File: config.mk
export PLATFORM = sky130hd
export DESIGN_NAME = lsa_readout_ctrl
export DESIGN_NICKNAME = d
export VERILOG_FILES = /design/src/rtl/lsa_pkg.sv /design/src/rtl/lsa_phase.sv /design/src/rtl/lsa_timer.sv /design/src/rtl/lsa_readout_ctrl.sv
export SDC_FILE = /design/constraint.sdc
export NUM_CORES = 1
export LEC_CHECK = 0
export BUFFER_PORTS_ARGS = -buffer_cell sky130_fd_sc_hd__buf_2
export CAP_MARGIN = 15
export CORE_ASPECT_RATIO = 0.5
export CORE_MARGIN = 10
export CORE_UTILIZATION = 34
export DETAILED_ROUTE_END_ITERATION = 10
export GPL_ROUTABILITY_DRIVEN = 1
export HOLD_SLACK_MARGIN = 0.02
export SYNTH_ARGS = -nofsm -noshare
export SYNTH_HDL_FRONTEND = slang
export SYNTH_HIERARCHICAL = 1
export SYNTH_SLANG_ARGS = --single-unit
File: constraint.sdc
create_clock -name clk -period 2.85 [get_ports clk]
set_clock_uncertainty 0.05 [all_clocks]
set_input_delay 0.57 -clock clk [delete_from_list [all_inputs] [get_ports clk]]
set_output_delay 0.57 -clock clk [all_outputs]
set_load 0.005 [all_outputs]
File: src/rtl/lsa_pkg.sv
package lsa_pkg;
    typedef enum logic [2:0] {
        S_IDLE,
        S_ARM,
        S_RUN,
        S_XFER,
        S_WINT
    } lsa_state_e;
endpackage

File: src/rtl/lsa_phase.sv
// Free-running phase counter that marks the system cycle before each
// sensor-clock rising edge, falling edge and sample point.
module lsa_phase #(
    parameter int DIV = 4,
    parameter int SMP = 1
) (
    input  logic clk,
    input  logic rst_n,
    output logic rise_nx,
    output logic fall_nx,
    output logic smp_nx
);
    localparam int PW       = (DIV > 2) ? $clog2(DIV) : 1;
    localparam int HALF     = DIV / 2;
    localparam int SMP_PREV = (SMP + DIV - 1) % DIV;

    typedef struct packed {
        logic [PW-1:0] ph;
    } ph_t;

    ph_t r_d, r_q;

    always_comb begin
        r_d = r_q;
        if (r_q.ph == PW'(DIV - 1)) r_d.ph = '0;
        else                        r_d.ph = r_q.ph + 1'b1;
    end

    always_ff @(posedge clk or negedge rst_n) begin
        if (!rst_n) r_q <= '0;
        else        r_q <= r_d;
    end

    assign rise_nx = (r_q.ph == PW'(DIV - 1));
    assign fall_nx = (r_q.ph == PW'(HALF - 1));
    assign smp_nx  = (r_q.ph == PW'(SMP_PREV));
endmodule

File: src/rtl/lsa_timer.sv
// Saturating up-counter: cleared on demand, reports when limit reached.
module lsa_timer #(
    parameter int W = 16
) (
    input  logic         clk,
    input  logic         rst_n,
    input  logic         clr,
    input  logic [W-1:0] limit,
    output logic         expired
);
    typedef struct packed {
        logic [W-1:0] cnt;
    } tm_t;

    tm_t r_d, r_q;

    always_comb begin
        r_d = r_q;
        if (clr)                  r_d.cnt = '0;
        else if (r_q.cnt < limit) r_d.cnt = r_q.cnt + 1'b1;
    end

    always_ff @(posedge clk or negedge rst_n) begin
        if (!rst_n) r_q <= '0;
        else        r_q <= r_d;
    end

    assign expired = (r_q.cnt >= limit);
endmodule

File: src/rtl/lsa_readout_ctrl.sv
module lsa_readout_ctrl #(
    parameter int DIV      = 4,
    parameter int SMP      = 1,
    parameter int NPIX     = 256,
    parameter int RST_CLKS = 18,
    parameter int IW       = 20,
    parameter int TW       = 16,
    parameter int PXW      = $clog2(NPIX)
) (
    input  logic           clk,
    input  logic           rst_n,
    input  logic           start_i,
    input  logic           cont_i,
    input  logic [IW-1:0]  integ_i,
    input  logic [TW-1:0]  xfer_i,
    output logic           si_o,
    output logic           sclk_o,
    output logic           strobe_o,
    output logic [PXW-1:0] pix_idx_o,
    output logic           done_o,
    output logic           busy_o
);
    import lsa_pkg::*;

    localparam int NCLK = NPIX + 1;
    localparam int CW   = $clog2(NCLK + 1);

    typedef struct packed {
        lsa_state_e     st;
        logic           si;
        logic           sclk;
        logic [CW-1:0]  ck;
        logic           strobe;
        logic [PXW-1:0] idx;
        logic           done;
        logic           busy;
        logic [IW-1:0]  integ;
        logic [TW-1:0]  xfer;
    } ctl_t;

    ctl_t r_d, r_q;

    logic          rise_nx, fall_nx, smp_nx;
    logic          int_clr, xf_clr;
    logic          int_exp, xf_exp;
    logic [CW-1:0] ck_nx;

    lsa_phase #(.DIV(DIV), .SMP(SMP)) u_phase (
        .clk     (clk),
        .rst_n   (rst_n),
        .rise_nx (rise_nx),
        .fall_nx (fall_nx),
        .smp_nx  (smp_nx)
    );

    // integration window: starts on the edge that ends the reset window
    lsa_timer #(.W(IW)) u_integ (
        .clk     (clk),
        .rst_n   (rst_n),
        .clr     (int_clr),
        .limit   (r_q.integ),
        .expired (int_exp)
    );

    // charge-transfer delay after the final edge
    lsa_timer #(.W(TW)) u_xfer (
        .clk     (clk),
        .rst_n   (rst_n),
        .clr     (xf_clr),
        .limit   (r_q.xfer),
        .expired (xf_exp)
    );

    always_comb begin
        r_d        = r_q;
        r_d.done   = 1'b0;
        r_d.strobe = 1'b0;
        int_clr    = 1'b0;
        xf_clr     = 1'b0;
        ck_nx      = r_q.ck;
        unique case (r_q.st)
            S_IDLE: begin
                if (start_i || cont_i) r_d.st = S_ARM;
            end
            S_ARM: begin
                // raise the start pulse only as the sensor clock goes low
                if (fall_nx) begin
                    r_d.st    = S_RUN;
                    r_d.si    = 1'b1;
                    r_d.busy  = 1'b1;
                    r_d.ck    = '0;
                    r_d.integ = integ_i;
                    r_d.xfer  = xfer_i;
                end
            end
            S_RUN: begin
                if (rise_nx) begin
                    ck_nx    = r_q.ck + 1'b1;
                    r_d.sclk = 1'b1;
                    if (r_q.ck == CW'(RST_CLKS)) int_clr = 1'b1;
                end
                if (fall_nx) begin
                    r_d.sclk = 1'b0;
                    r_d.si   = 1'b0;
                    if (r_q.ck == CW'(NCLK)) begin
                        r_d.st   = S_XFER;
                        r_d.done = 1'b1;
                        xf_clr   = 1'b1;
                    end
                end
                r_d.ck = ck_nx;
                if (smp_nx && (ck_nx != '0) && (ck_nx <= CW'(NPIX))) begin
                    r_d.strobe = 1'b1;
                    r_d.idx    = PXW'(ck_nx - 1'b1);
                end
            end
            S_XFER: begin
                if (xf_exp) begin
                    r_d.busy = 1'b0;
                    if (!cont_i)      r_d.st = S_IDLE;
                    else if (int_exp) r_d.st = S_ARM;
                    else              r_d.st = S_WINT;
                end
            end
            S_WINT: begin
                if (!cont_i)      r_d.st = S_IDLE;
                else if (int_exp) r_d.st = S_ARM;
            end
            default: r_d.st = S_IDLE;
        endcase
    end

    always_ff @(posedge clk or negedge rst_n) begin
        if (!rst_n) begin
            r_q    <= '0;
            r_q.st <= S_IDLE;
        end else begin
            r_q <= r_d;
        end
    end

    assign si_o      = r_q.si;
    assign sclk_o    = r_q.sclk;
    assign strobe_o  = r_q.strobe;
    assign pix_idx_o = r_q.idx;
    assign done_o    = r_q.done;
    assign busy_o    = r_q.busy;
endmodule

# Word level (Yosys, flattened, before mapping)
# Index checks and enable logic that the tools add are counted.
[totals]
register_bits = 99
inputBits = 40
output_inout_bits = 13
word_cells = 87
[classes]
n_addsub = 5
magnitude_cmp = 5
n_eq_ne = 14
mux = 32
reduce_logical = 18
[ops]
columns = ["cell", "n"]
rows = [
  ["$mux 20", 2],
  ["$mux 37", 1],
  ["$mux 9", 4],
  ["$mux 16", 2],
  ["$mux 3", 7],
  ["$add 20x1->20 const B", 1],
  ["$ge 20x20->1", 1],
  ["$lt 20x20->1", 1],
  ["$pmux 9 s2", 1],
  ["$add 16x1->16 const B", 1],
  ["$ge 16x16->1", 1],
  ["$lt 16x16->1", 1],
  ["$pmux 3 s5", 1],
  ["$mux 10", 1],
  ["$reduce_bool 2->1", 5],
  ["$add 9x1->9 const B", 1],
  ["$eq 9x5->1 const B", 1],
  ["$eq 9x9->1 const B", 1],
  ["$le 9x9->1 const B", 1],
  ["$reduce_bool 9->1", 1],
  ["$mux 1", 8],
  ["$ne 2x2->1 const B", 4],
  ["$reduce_and 2->1", 4],
  ["$sub 8x1->8 const B", 1],
  ["18 further kinds", 22],
]

# Logic depth before layout (Yosys ltp)
# Gate-level depths: netlist (run 1).
[logic_depth]
word_depth = 8
depth_mapped = 12
mapped_depth_nobuf = 12

# Hierarchy
# Netlist (run 1), hierarchy kept.
[by_module_without_submodules]
columns = ["module", "instances", "cells_per_inst", "area_each_um2", "seq_area_each_um2"]
rows = [
  ["lsa_readout_ctrl", 1, 246, 2912.8, 1526.5],
  ["lsa_timer at u_integ", 1, 205, 1701.6, 500.5],
  ["lsa_timer at u_xfer", 1, 164, 1391.3, 400.4],
  ["lsa_phase", 1, 8, 98.8, 50.0],
]

# Worst setup path before layout (run 1)
# OpenSTA, ideal clock, no wires.
[synth_timing]
kind = "reg2reg"
startpoint = "register u_integ/r_q[9] (netlist bit)"
endpoint = "register, netlist name r_q[58]"
setup_ns = 0.121
arrival_time_ns = 2.554
required_ns = 2.679
slack_ns = 0.125
path_stages_with_launch = 12
path_buffers = 0
synth_period_minus_slack_ns = 2.725
path_cell_list = "dfrtp_1 -> ha_1 -> a21oi_2 -> o21ai_1 -> a221o_1 -> a211o_4 -> and2b_1 -> o21ai_0 -> nand3b_1 -> o31ai_1 -> a22oi_1 -> a22o_1"
[synth_rtl]
columns = ["item", "line_no", "rtl"]
rows = [
  ["from (decl)", "lsa_timer.sv:15", "tm_t r_d, r_q;"],
  ["from (signal assigned)", "lsa_timer.sv:25", "else r_q <= r_d;"],
]

# Worst setup path in the final report (run 1)
[layout_timing]
startpoint = "register u_integ/r_q[11] (netlist bit)"
endpoint = "register u_integ/r_q[19] (netlist bit)"
[layout_via]
elab_chain_len = 3
word_cells_on_any_way = 5
classes_between = "add/sub (1); order compare (1); mux (2); reduce/logical (1)"
[layout_rtl]
columns = ["item", "line_no", "rtl"]
rows = [
  ["$add 20x1->20", "lsa_timer.sv:20", "else if (r_q.cnt < limit) r_d.cnt = r_q.cnt + 1'b1;"],
  ["$mux 20", "lsa_timer.sv:20", ""],
  ["$mux 20", "lsa_timer.sv:19", "if (clr) r_d.cnt = '0;"],
]
# Parallel ways exist; a longest one is shown, timed or not. The select of a mux whose other input is x is not followed.
# A chain may end at the register's enable or synchronous reset.

==> flow_metrics.py, run 1 <==
metrics = {
    "cts": {
        "clock-sinks": 99,
        "clkTransAtPathRegs_ns": 0.07,
        "hold_buffers": 0,
        "clkLatencyLatePin_ns": 0.34,
        "root_buffer": "clkbuf_16",
        "post-cts-setup-buffers": 0,
        "cts_resized": 0,
        "cts_tree": "built",
        "numCtsBuffers": 9,
        "htreeDepth": 3,
        "clockBufferDepth": 2,
    },
    "sta": {
        "finalMaxSlewViolations": 0,
        "tightest_slew_ns": 0.6779,
        "max_freq_mhz": 352.6,
        "finalCritPeriodShare": 0.9952,
        "slew_headroom": 0.5481,
        "tns_ns": 0,
        "finalSetupViolCount": 0,
        "hold_viol_final": 0,
        "finalCriticalPeriod_ns": 2.836,
    },
    "cells_and_area": {
        "drive_above_1_share": 0.2518,
        "diodes": 0,
        "fillers": 1717,
        "area_growth_syn_to_layout_pct": 14.10,
        "final_nets": 760,
        "ff_latch_area_um2": 2477,
        "multiInputGateArea_um2": 3274,
        "fin_area_um2": 6965,
    },
    "global_routing": {
        "grt_overflow": 0,
        "grt_pass1_wl_um": 21570,
        "antenna_found_initial": 0,
        "grt_pass1_vias": 4433,
        "grt_use_total": 0.1063,
        "grt_max_degree": 51,
    },
    "synthesis": {
        "synth_fp_nets": 709,
        "synth_top_family_by_area": "simple AND/OR/NAND/NOR gates",
        "synth-compound-area-share": 0.08834,
        "ys.flop_type": "dfrtp_1",
        "yosys_register_bits": 99,
        "synth_cells": 623,
        "synth.avg_cell_area_um2": 9.799,
        "synthMuxAreaShare": 0.1363,
        "synth_area_um2": 6105,
        "ys_seq_area_frac": 0.4058,
        "synth_adder_area_share": 0.09428,
        "synthArstFlopShare": 1.000,
        "yosys_warnings": 6,
        "synth_edf_count": 0,
        "synth_xor_area_frac": 0.01578,
        "synthDistinctLibCells": 56,
        "synth-simple-area-share": 0.1974,
    },
    "critical_path": {
        "worstSetupEndpointType": "flip-flop",
        "slowest_delay_ns": 0.45,
        "worstReg2RegEnd": "u_integ/r_q[19]",
        "cp.arrival_ns": 3.02,
        "required_ns": 3.03,
        "crit_buf_inv": 1,
        "r2r_setup_slack_ns": 0.01,
        "worst-setup-path-type": "reg -> reg",
        "path_depth": 8,
        "cp-endpoint": "u_integ/r_q[19]",
        "worstSetupStartpoint": "u_integ/r_q[11]",
        "timing.rr.start": "u_integ/r_q[11]",
        "crit_path_start_kind": "flip-flop",
        "cp_max_fo": 16,
        "path_cells": "ha_1, a21oi_2, o21ai_1, a221o_1, a211o_4, buf_4, nor4_1, mux2_2",
        "slowest_stage": "nor4_1",
        "cp_top_family": "compound AO/OA/AOI/OAI gates",
        "reg2reg_depth": 8,
    },
    "die": {
        "chipWidth_um": 209.5,
        "io_pins": 53,
        "placementRows": 34,
        "die-area_um2": 24040,
        "initial_core_util": 0.3491,
        "die_h_um": 114.8,
        "core_area_um2": 17480,
    },
    "placement": {
        "hpwl_um": 9465,
        "port_buffers": 52,
        "place_area_um2": 6646,
        "gp_congestion": 0.8321,
    },
    "drt": {
        "drt_iter0_drc": 276,
        "antenna_left": 0,
        "drc_errors": 0,
        "firstDrtPassIters": 4,
        "viasPerCell": 4.975,
        "wire_per_inst_um": 14.06,
        "vias": 4542,
        "totalWireLength_um": 12840,
    },
    "pwr": {
        "ir_drop_uv": 361.4,
        "leakagePower_nw": 3.227,
        "p_per_area_nw_per_um2": 781.9,
    },
    "status": {
        "status": "finished, final reports clean",
    },
    "min_path": {
        "hp-class": "in -> async",
    },
    "job": {
        "maxCapViolations": 0,
    },
}
[layer usage]
| metal | global-route usage | wire, um | vias up |
|---|---|---|---|
| li1 | - | - | 2295 |
| met1 | 0.1373 | 6215 | 2185 |
| met2 | 0.1773 | 6167 | 58 |
| met3 | 0.02436 | 367 | 4 |
| met4 | 0.02668 | 85 | 0 |
| met5 | 0 | 0 | - |
[worst reg2reg max path: stages (launching register included)]
cell and delay [ns]:
dfrtp_1 0.38, ha_1 0.32, a21oi_2 0.14, o21ai_1 0.11
a221o_1 0.37, a211o_4 0.31, buf_4 0.20, nor4_1 0.46
mux2_2 0.38
[power breakdown]
| group | switching [mW] | leakage, nW | internal, mW |
|---|---|---|---|
| sequential | 0.340 | 1.24 | 1.86 |
| combinational | 0.999 | 1.85 | 1.01 |
| clock | 0.555 | 0.142 | 0.686 |
| total | 1.89 | 3.23 | 3.55 |
[sequential cells by signal, summed over array words and instances, names as in the netlist]
register	flops
busy_o	1
done_o	1
pix_idx_o	8
r_q	48
sclk_o	1
si_o	1
strobe_o	1
u_integ/r_q	20
u_phase/r_q	2
u_xfer/r_q	16
[worst min-delay path by stage]
stage | to | cells past startpoint | slack (ns)
5_1_grt | r_q[21] | 1 | 0.26
3_3_place_gp | u_phase/r_q[0] | 1 | 0.43
2_1_floorplan | busy_o | 0 | 0.22
6_report | r_q[21] | 1 | 0.21
4_1_cts | r_q[21] | 1 | 0.24
3_5_place_dp | busy_o | 2 | 0.44
[per-stage QoR]
stage                     instances  worst slack, ns  total power [mW]  hold WS (ns)    util
after floorplan                 623           0.1248             3.724        0.2244       -
after detailed placement        897          0.06977             4.258        0.4417  0.3801
after CTS                       913          0.05571             5.524        0.2441  0.3974
after global routing            913         -0.08861             5.912        0.2588  0.3984
after global placement          897           0.1291             4.174        0.4263  0.3801
final                           913          0.01365             5.446        0.2093  0.3984
[cell usage in the layout (no fill, tap or decap), types with 3 or more instances in the layout]
cell	synthesis	final
mux2_1	5	5
nor2_1	50	49
nand4_1	17	17
or3_1	4	4
mux2_4	7	7
o21ai_0	26	25
nor4_1	15	15
clkbuf_16	0	9
nand3_1	18	18
xor2_1	5	5
and4_1	4	4
or4_1	7	7
o211ai_1	3	3
inv_1	48	48
mux2_2	56	56
nor2b_1	25	25
nor3_1	12	11
and3_1	6	5
ha_1	46	45
mux2i_1	4	4
nand2b_1	7	7
nand2_1	48	48
buf_4	8	21
xnor2_1	6	6
nor3b_1	3	3
dfrtp_1	99	99
buf_2	7	51
a21oi_1	29	29
o31ai_1	7	7
[cell usage after synthesis, types with 2 or more instances]
cell type | n | area share
buf_2 | 7 | 0.0057
nor2_1 | 50 | 0.031
nand3b_1 | 2 | 0.0025
or3_1 | 4 | 0.0041
a22oi_1 | 2 | 0.0025
o41ai_1 | 2 | 0.0029
o211ai_1 | 3 | 0.0037
a22o_1 | 2 | 0.0029
buf_1 | 3 | 0.0018
nand2b_1 | 7 | 0.0072
nor3b_1 | 3 | 0.0037
xor2_1 | 5 | 0.0072
a21oi_1 | 29 | 0.024
mux2_2 | 56 | 0.10
inv_1 | 48 | 0.030
buf_4 | 8 | 0.0098
and2_1 | 2 | 0.0020
xnor2_1 | 6 | 0.0086
nor3_1 | 12 | 0.0098
or4_4 | 2 | 0.0037
dfrtp_1 | 99 | 0.41
nor2b_1 | 25 | 0.026
o31ai_1 | 7 | 0.0086
nand4_1 | 17 | 0.017
clkbuf_1 | 11 | 0.0068
nor4_1 | 15 | 0.015
o21ai_0 | 26 | 0.021
o21a_1 | 2 | 0.0025
mux2_1 | 5 | 0.0092
nand2_1 | 48 | 0.030
mux2_4 | 7 | 0.017
or4_1 | 7 | 0.0086
mux2i_1 | 4 | 0.0066
nand3_1 | 18 | 0.015
and4_1 | 4 | 0.0057
and3_1 | 6 | 0.0061
buf_6 | 4 | 0.0074
ha_1 | 46 | 0.094
a21oi_2 | 2 | 0.0029
[area by class of cell]
cell class,count,area share
Multi-Input combinational cell,442,0.4701
Sequential cell,99,0.3557
Timing Repair Buffer,73,0.06215
Tap cell,234,0.04203
Clock buffer,9,0.03233
Inverter,49,0.02676
Clock inverter,7,0.01096
[cells by family after synthesis]
group	count (synthesis)
and+or+nand+nor	228
DFF	99
AOI/OAI and AO/OA	85
buffers and inverters	82
muxes	72
adders and majority gates	46
xor gates and xnor gates	11
Power figures use the tool's default switching activity.
==> run 2, diff against run 1 <==
clock period = 3.3 ns   (was 2.85 ns; I/O delays follow)
==> flow_metrics.py, run 2 (synthesis results as in run 1) <==
metrics = {
    "status": {
        "status": "finished, final reports clean",
    },
    "pwr": {
        "finalPower_mw": 4.775,
        "p_per_area_nw_per_um2": 692.6,
        "ir_drop_uv": 290.8,
        "leakagePower_nw": 3.186,
    },
    "die": {
        "core_area_um2": 17480,
        "io_pins": 53,
        "die-area_um2": 24040,
        "initial_core_util": 0.3491,
        "chipWidth_um": 209.5,
        "die_h_um": 114.8,
        "placementRows": 34,
    },
    "cts": {
        "numCtsBuffers": 9,
        "root_buffer": "clkbuf_16",
        "clkLatencyLatePin_ns": 0.34,
        "cts_tree": "built",
        "clockBufferDepth": 2,
        "hold_buffers": 0,
        "cts_resized": 0,
        "post-cts-setup-buffers": 0,
        "clock-sinks": 99,
        "clkTransAtPathRegs_ns": 0.07,
        "htreeDepth": 3,
    },
    "cells_and_area": {
        "area_growth_syn_to_layout_pct": 12.93,
        "final_common_cell": "dfrtp_1",
        "diodes": 0,
        "finalNonFillerCells": 904,
        "largest_reg_flops": 48,
        "final_nets": 751,
        "largestRegisters": "r_q (48), u_integ/r_q (20), u_xfer/r_q (16)",
        "fin_area_um2": 6894,
        "fillers": 1730,
        "mostFrequentLayoutCells": "dfrtp_1 (99), mux2_2 (56), buf_2 (51)",
        "final_util": 0.3943,
        "drive_above_1_share": 0.2373,
        "largest_register": "r_q",
    },
    "sta": {
        "finalMaxSlewViolations": 0,
        "finalSetupViolCount": 0,
        "hold_viol_final": 0,
        "tightest_slew_ns": 0.6618,
        "fin_hold_ws_ns": 0.2985,
        "rsz0062_at_grt": "false",
        "tns_ns": 0,
        "slew_headroom": 0.5588,
        "max_freq_mhz": 336.1,
        "finalCriticalPeriod_ns": 2.975,
        "finalCritPeriodShare": 0.9016,
        "setup_ws_ns": 0.3246,
    },
    "drt": {
        "antenna_left": 0,
        "firstDrtPassIters": 4,
        "drt_iter0_drc": 224,
        "vias": 4570,
        "drc_errors": 0,
        "viasPerCell": 5.055,
        "totalWireLength_um": 12870,
        "wire_per_inst_um": 14.23,
    },
    "global_routing": {
        "grt_use_total": 0.1075,
        "grt_max_degree": 50,
        "grt_pass1_vias": 4534,
        "grt_pass1_wl_um": 21940,
        "grt_overflow": 0,
        "antenna_found_initial": 0,
    },
    "critical_path": {
        "slowest_stage": "dfrtp_1",
        "crit_path_start_kind": "flip-flop",
        "cp.arrival_ns": 3.15,
        "worstSetupEndpointType": "flip-flop",
        "slowest_delay_ns": 0.43,
        "path_cells": "ha_1, a21oi_2, o21ai_1, a221o_1, a211o_4, and2b_1, o21ai_0, nand3b_1, o31ai_1, a22oi_1, a22o_1",
        "worst-setup-path-type": "reg -> reg",
        "required_ns": 3.48,
        "cp_max_fo": 17,
    },
    "placement": {
        "place_area_um2": 6566,
        "hpwl_um": 9430,
        "dp_worst_setup_slack_ns": 0.3284,
        "port_buffers": 52,
        "dpl.cell_count": 888,
        "gp_congestion": 0.8187,
    },
    "min_path": {
        "hp-class": "in -> async",
    },
    "job": {
        "maxCapViolations": 0,
    },
}
## run 2: cell count changes in the layout (fill, tap and decap cells not counted), sizes merged
cell / before / now
clkbuf: 9 / 10
buf: 73 / 64
bufinv: 1 / 2
inv: 50 / 49
clkinv: 3 / 2
## run 2: layout make-up
type,count,area (um2),area share
Clock buffer,10,239.0,0.03466
Clock inverter,6,88.84,0.01289
Inverter,49,186.4,0.02704
Multi-Input combinational cell,442,3257,0.4724
Sequential cell,99,2477,0.3593
Tap cell,234,292.8,0.04247
Timing Repair Buffer,64,352.8,0.05118
## run 2: worst max-delay path: cells and delay by family, from the launching register on
| family | cells | cell delay, ns |
|---|---|---|
| AO/OA/AOI/OAI | 8 | 1.57 |
| AND/OR/NAND/NOR | 2 | 0.47 |
| flip-flops | 1 | 0.43 |
| adder cells (fa/ha/maj) | 1 | 0.34 |
## run 2: worst paths after layout
path	start	endpoint	slack (ns)	cells after the start
min in group clk	u_phase/r_q[0]	u_phase/r_q[0]	0.45	1
setup / recovery	u_integ/r_q[9]	r_q[58]	0.32	11
setup reg to reg	u_integ/r_q[9]	r_q[58]	0.32	11
max in group asynchronous	rst_n	u_phase/r_q[1]	2.09	2
hold / removal	rst_n	r_q[34]	0.30	1
hold reg to reg	u_phase/r_q[0]	u_phase/r_q[0]	0.45	1
## run 2: routing by layer
| layer | global-route usage | vias up | part of all wire |
|---|---|---|---|
| li1 | - | 2274 | - |
| met3 | 0.02328 | 9 | 0.026 |
| met2 | 0.1837 | 57 | 0.48 |
| met1 | 0.1364 | 2230 | 0.48 |
| met5 | 0 | - | 0 |
| met4 | 0.02668 | 0 | 0.0079 |
## run 2: where the power goes
| group | switching, mW | internal, mW |
|---|---|---|
| logic | 0.853 | 0.857 |
| clock network | 0.475 | 0.686 |
| registers | 0.298 | 1.61 |
==> run 3, diff against run 2 <==
SYNTH_HIERARCHICAL = not set   (was 1)
==> flow_metrics.py, run 3 <==
metrics = {
    "sta": {
        "rsz0062_at_grt": "false",
        "max_freq_mhz": 357.9,
        "tns_ns": 0,
        "hold_viol_final": 0,
        "tightest_slew_ns": 0.6442,
        "finalSetupViolCount": 0,
        "slew_headroom": 0.5690,
        "finalCriticalPeriod_ns": 2.794,
        "finalMaxSlewViolations": 0,
        "finalCritPeriodShare": 0.8468,
    },
    "global_routing": {
        "grt_max_degree": 74,
        "grt_use_total": 0.1157,
        "antenna_found_initial": 0,
        "grt_pass1_vias": 4359,
        "grt_pass1_wl_um": 21860,
        "grt_overflow": 0,
    },
    "synthesis": {
        "synth_area_leaders": "dfrtp_1 (43%), ha_1 (10%), o21ai_0 (4.9%)",
        "synth_area_um2": 5776,
        "synth.top_cell.area_share": 0.4289,
        "yosys_warnings": 0,
        "synth_cells": 629,
        "synth_area_leader_cell": "dfrtp_1",
        "synthDistinctLibCells": 56,
        "ys.flop_type": "dfrtp_1",
        "synth_most_common_cell": "dfrtp_1",
        "synthArstFlopShare": 1.000,
        "ys_seq_area_frac": 0.4289,
        "synth_edf_count": 0,
        "synth_fp_nets": 715,
        "synth.avg_cell_area_um2": 9.182,
        "synthTopCellsByCount": "dfrtp_1 (99), nand2_1 (70), o21ai_0 (56)",
        "yosys_register_bits": 99,
    },
    "critical_path": {
        "worstSetupStartpoint": "u_integ.r_q[7]",
        "cp_max_fo": 18,
        "cp.arrival_ns": 3.02,
        "timing.rr.start": "u_integ.r_q[7]",
        "worstSetupEndpointType": "flip-flop",
        "worst-setup-path-type": "reg -> reg",
        "required_ns": 3.53,
        "crit_path_start_kind": "flip-flop",
    },
    "pwr": {
        "p_comb_frac": 0.022,
        "clock_power_share": 0.449,
        "leakagePower_nw": 3.105,
        "p_per_area_nw_per_um2": 352.5,
        "swShare": 0.2269,
        "p_seq_frac": 0.529,
        "ir_drop_uv": 234.1,
        "switchingPower_mw": 0.5201,
        "p_int_mw": 1.772,
    },
    "cts": {
        "clkTransAtPathRegs_ns": 0.07,
        "htreeDepth": 3,
        "cts_tree": "built",
        "root_buffer": "clkbuf_16",
        "clkLatencyLatePin_ns": 0.35,
        "cts_resized": 0,
        "clockBufferDepth": 2,
        "clock-sinks": 99,
        "post-cts-setup-buffers": 0,
        "numCtsBuffers": 9,
        "hold_buffers": 0,
    },
    "drt": {
        "firstDrtPassIters": 5,
        "wire_per_inst_um": 14.45,
        "vias": 4507,
        "antenna_left": 0,
        "viasPerCell": 5.013,
        "totalWireLength_um": 12990,
        "drt_iter0_drc": 271,
        "drc_errors": 0,
    },
    "placement": {
        "hpwl_um": 9602,
        "port_buffers": 52,
        "gp_congestion": 0.8268,
    },
    "die": {
        "die_h_um": 112.2,
        "initial_core_util": 0.3497,
        "die-area_um2": 22920,
        "io_pins": 53,
        "core_area_um2": 16520,
        "chipWidth_um": 204.3,
        "placementRows": 33,
    },
    "min_path": {
        "hp-class": "in -> async",
    },
    "cells_and_area": {
        "final_common_cell": "dfrtp_1",
        "largest_register": "r_q",
        "diodes": 0,
        "drive_above_1_share": 0.1503,
        "largest_reg_flops": 48,
        "mostFrequentLayoutCells": "dfrtp_1 (99), nand2_1 (70), o21ai_0 (56)",
        "final_util": 0.3938,
        "area_growth_syn_to_layout_pct": 12.61,
        "final_nets": 753,
        "largestRegisters": "r_q (48), u_integ.r_q (20), u_xfer.r_q (16)",
    },
    "job": {
        "maxCapViolations": 0,
    },
    "status": {
        "status": "finished, final reports clean",
    },
}
run 3: cell types whose count changed in the layout (fill, tap and decap cells not counted), moves of 16 or more:
cell	before	now
nand2_1	48	70
nor2_1	49	20
a21oi_1	29	51
nor2b_1	25	4
or3_1	4	21
o21ai_1	1	17
mux2_2	56	2
o21ai_0	26	56
run 3: final cells by class:
cell class	count	area, um2
sequential	99	2477
fill	1692	10010
timing repair buffer	61	342.8
clock buffer	10	239.0
multi-input combinational	443	2913
clock inverter	6	46.29
tap	227	284.0
inverter	53	201.4
run 3: critical path, stage by stage, from the launching register on:
cell and delay (ns):
dfrtp_1 0.43, ha_1 0.33, a21oi_1 0.14, o21ai_1 0.09, a22oi_1 0.19, nand4b_1 0.45
buf_4 0.37, or4_1 0.52, a21oi_1 0.15
run 3: logic make-up after synthesis:
logic type | after synthesis | synth area share
buffers and inverters | 87 | 0.06781
flip-flops | 99 | 0.4289
XOR/XNOR | 15 | 0.02275
AND/OR/NAND/NOR | 213 | 0.1969
multiplexers | 12 | 0.02730
adder cells (fa/ha/maj) | 46 | 0.09965
AO/OA/AOI/OAI | 157 | 0.1566
run 3: path summary, 6_finish.rpt:
check | end | slack [ns] | depth (start not counted)
setup / recovery | u_integ.r_q[9] | 0.51 | 8
hold / removal | r_q[28] | 0.25 | 1
setup reg to reg | u_integ.r_q[9] | 0.51 | 8
hold reg to reg | si_o | 0.42 | 1
max in group asynchronous | r_q[9] | 2.21 | 2
min in group clk | si_o | 0.42 | 1
run 3: per-stage QoR:
step                      power [mW]  std cells  worst slack, ns  area [um2]  hold WS [ns]
final                          2.292        899           0.5056        6504        0.2494
after global placement         1.290        883           0.6498        6218        0.4052
after CTS                      2.329        899           0.5187        6504        0.2706
after global routing           2.385        899           0.2492        6504        0.2847
after detailed placement       1.290        883           0.5342        6218        0.4101
after floorplan                1.238        629           0.9885        5776        0.3144
run 3: power by group through the flow:
stage                     sequential [mW]  clock [mW]  combinational, mW
after floorplan                      1.24           0            0.00134
after global placement               1.24           0             0.0541
after detailed placement             1.24           0             0.0541
after CTS                            1.21        1.06             0.0542
after global routing                 1.21        1.11             0.0601
final                                1.21        1.03             0.0511
run 3: per-layer routing:
| layer | global-route usage | wire length [um] |
|---|---|---|
| met1 | 0.1479 | 6242 |
| met2 | 0.1891 | 6142 |
| met3 | 0.02698 | 421 |
| met4 | 0.03825 | 187 |
| met5 | 0 | 0 |
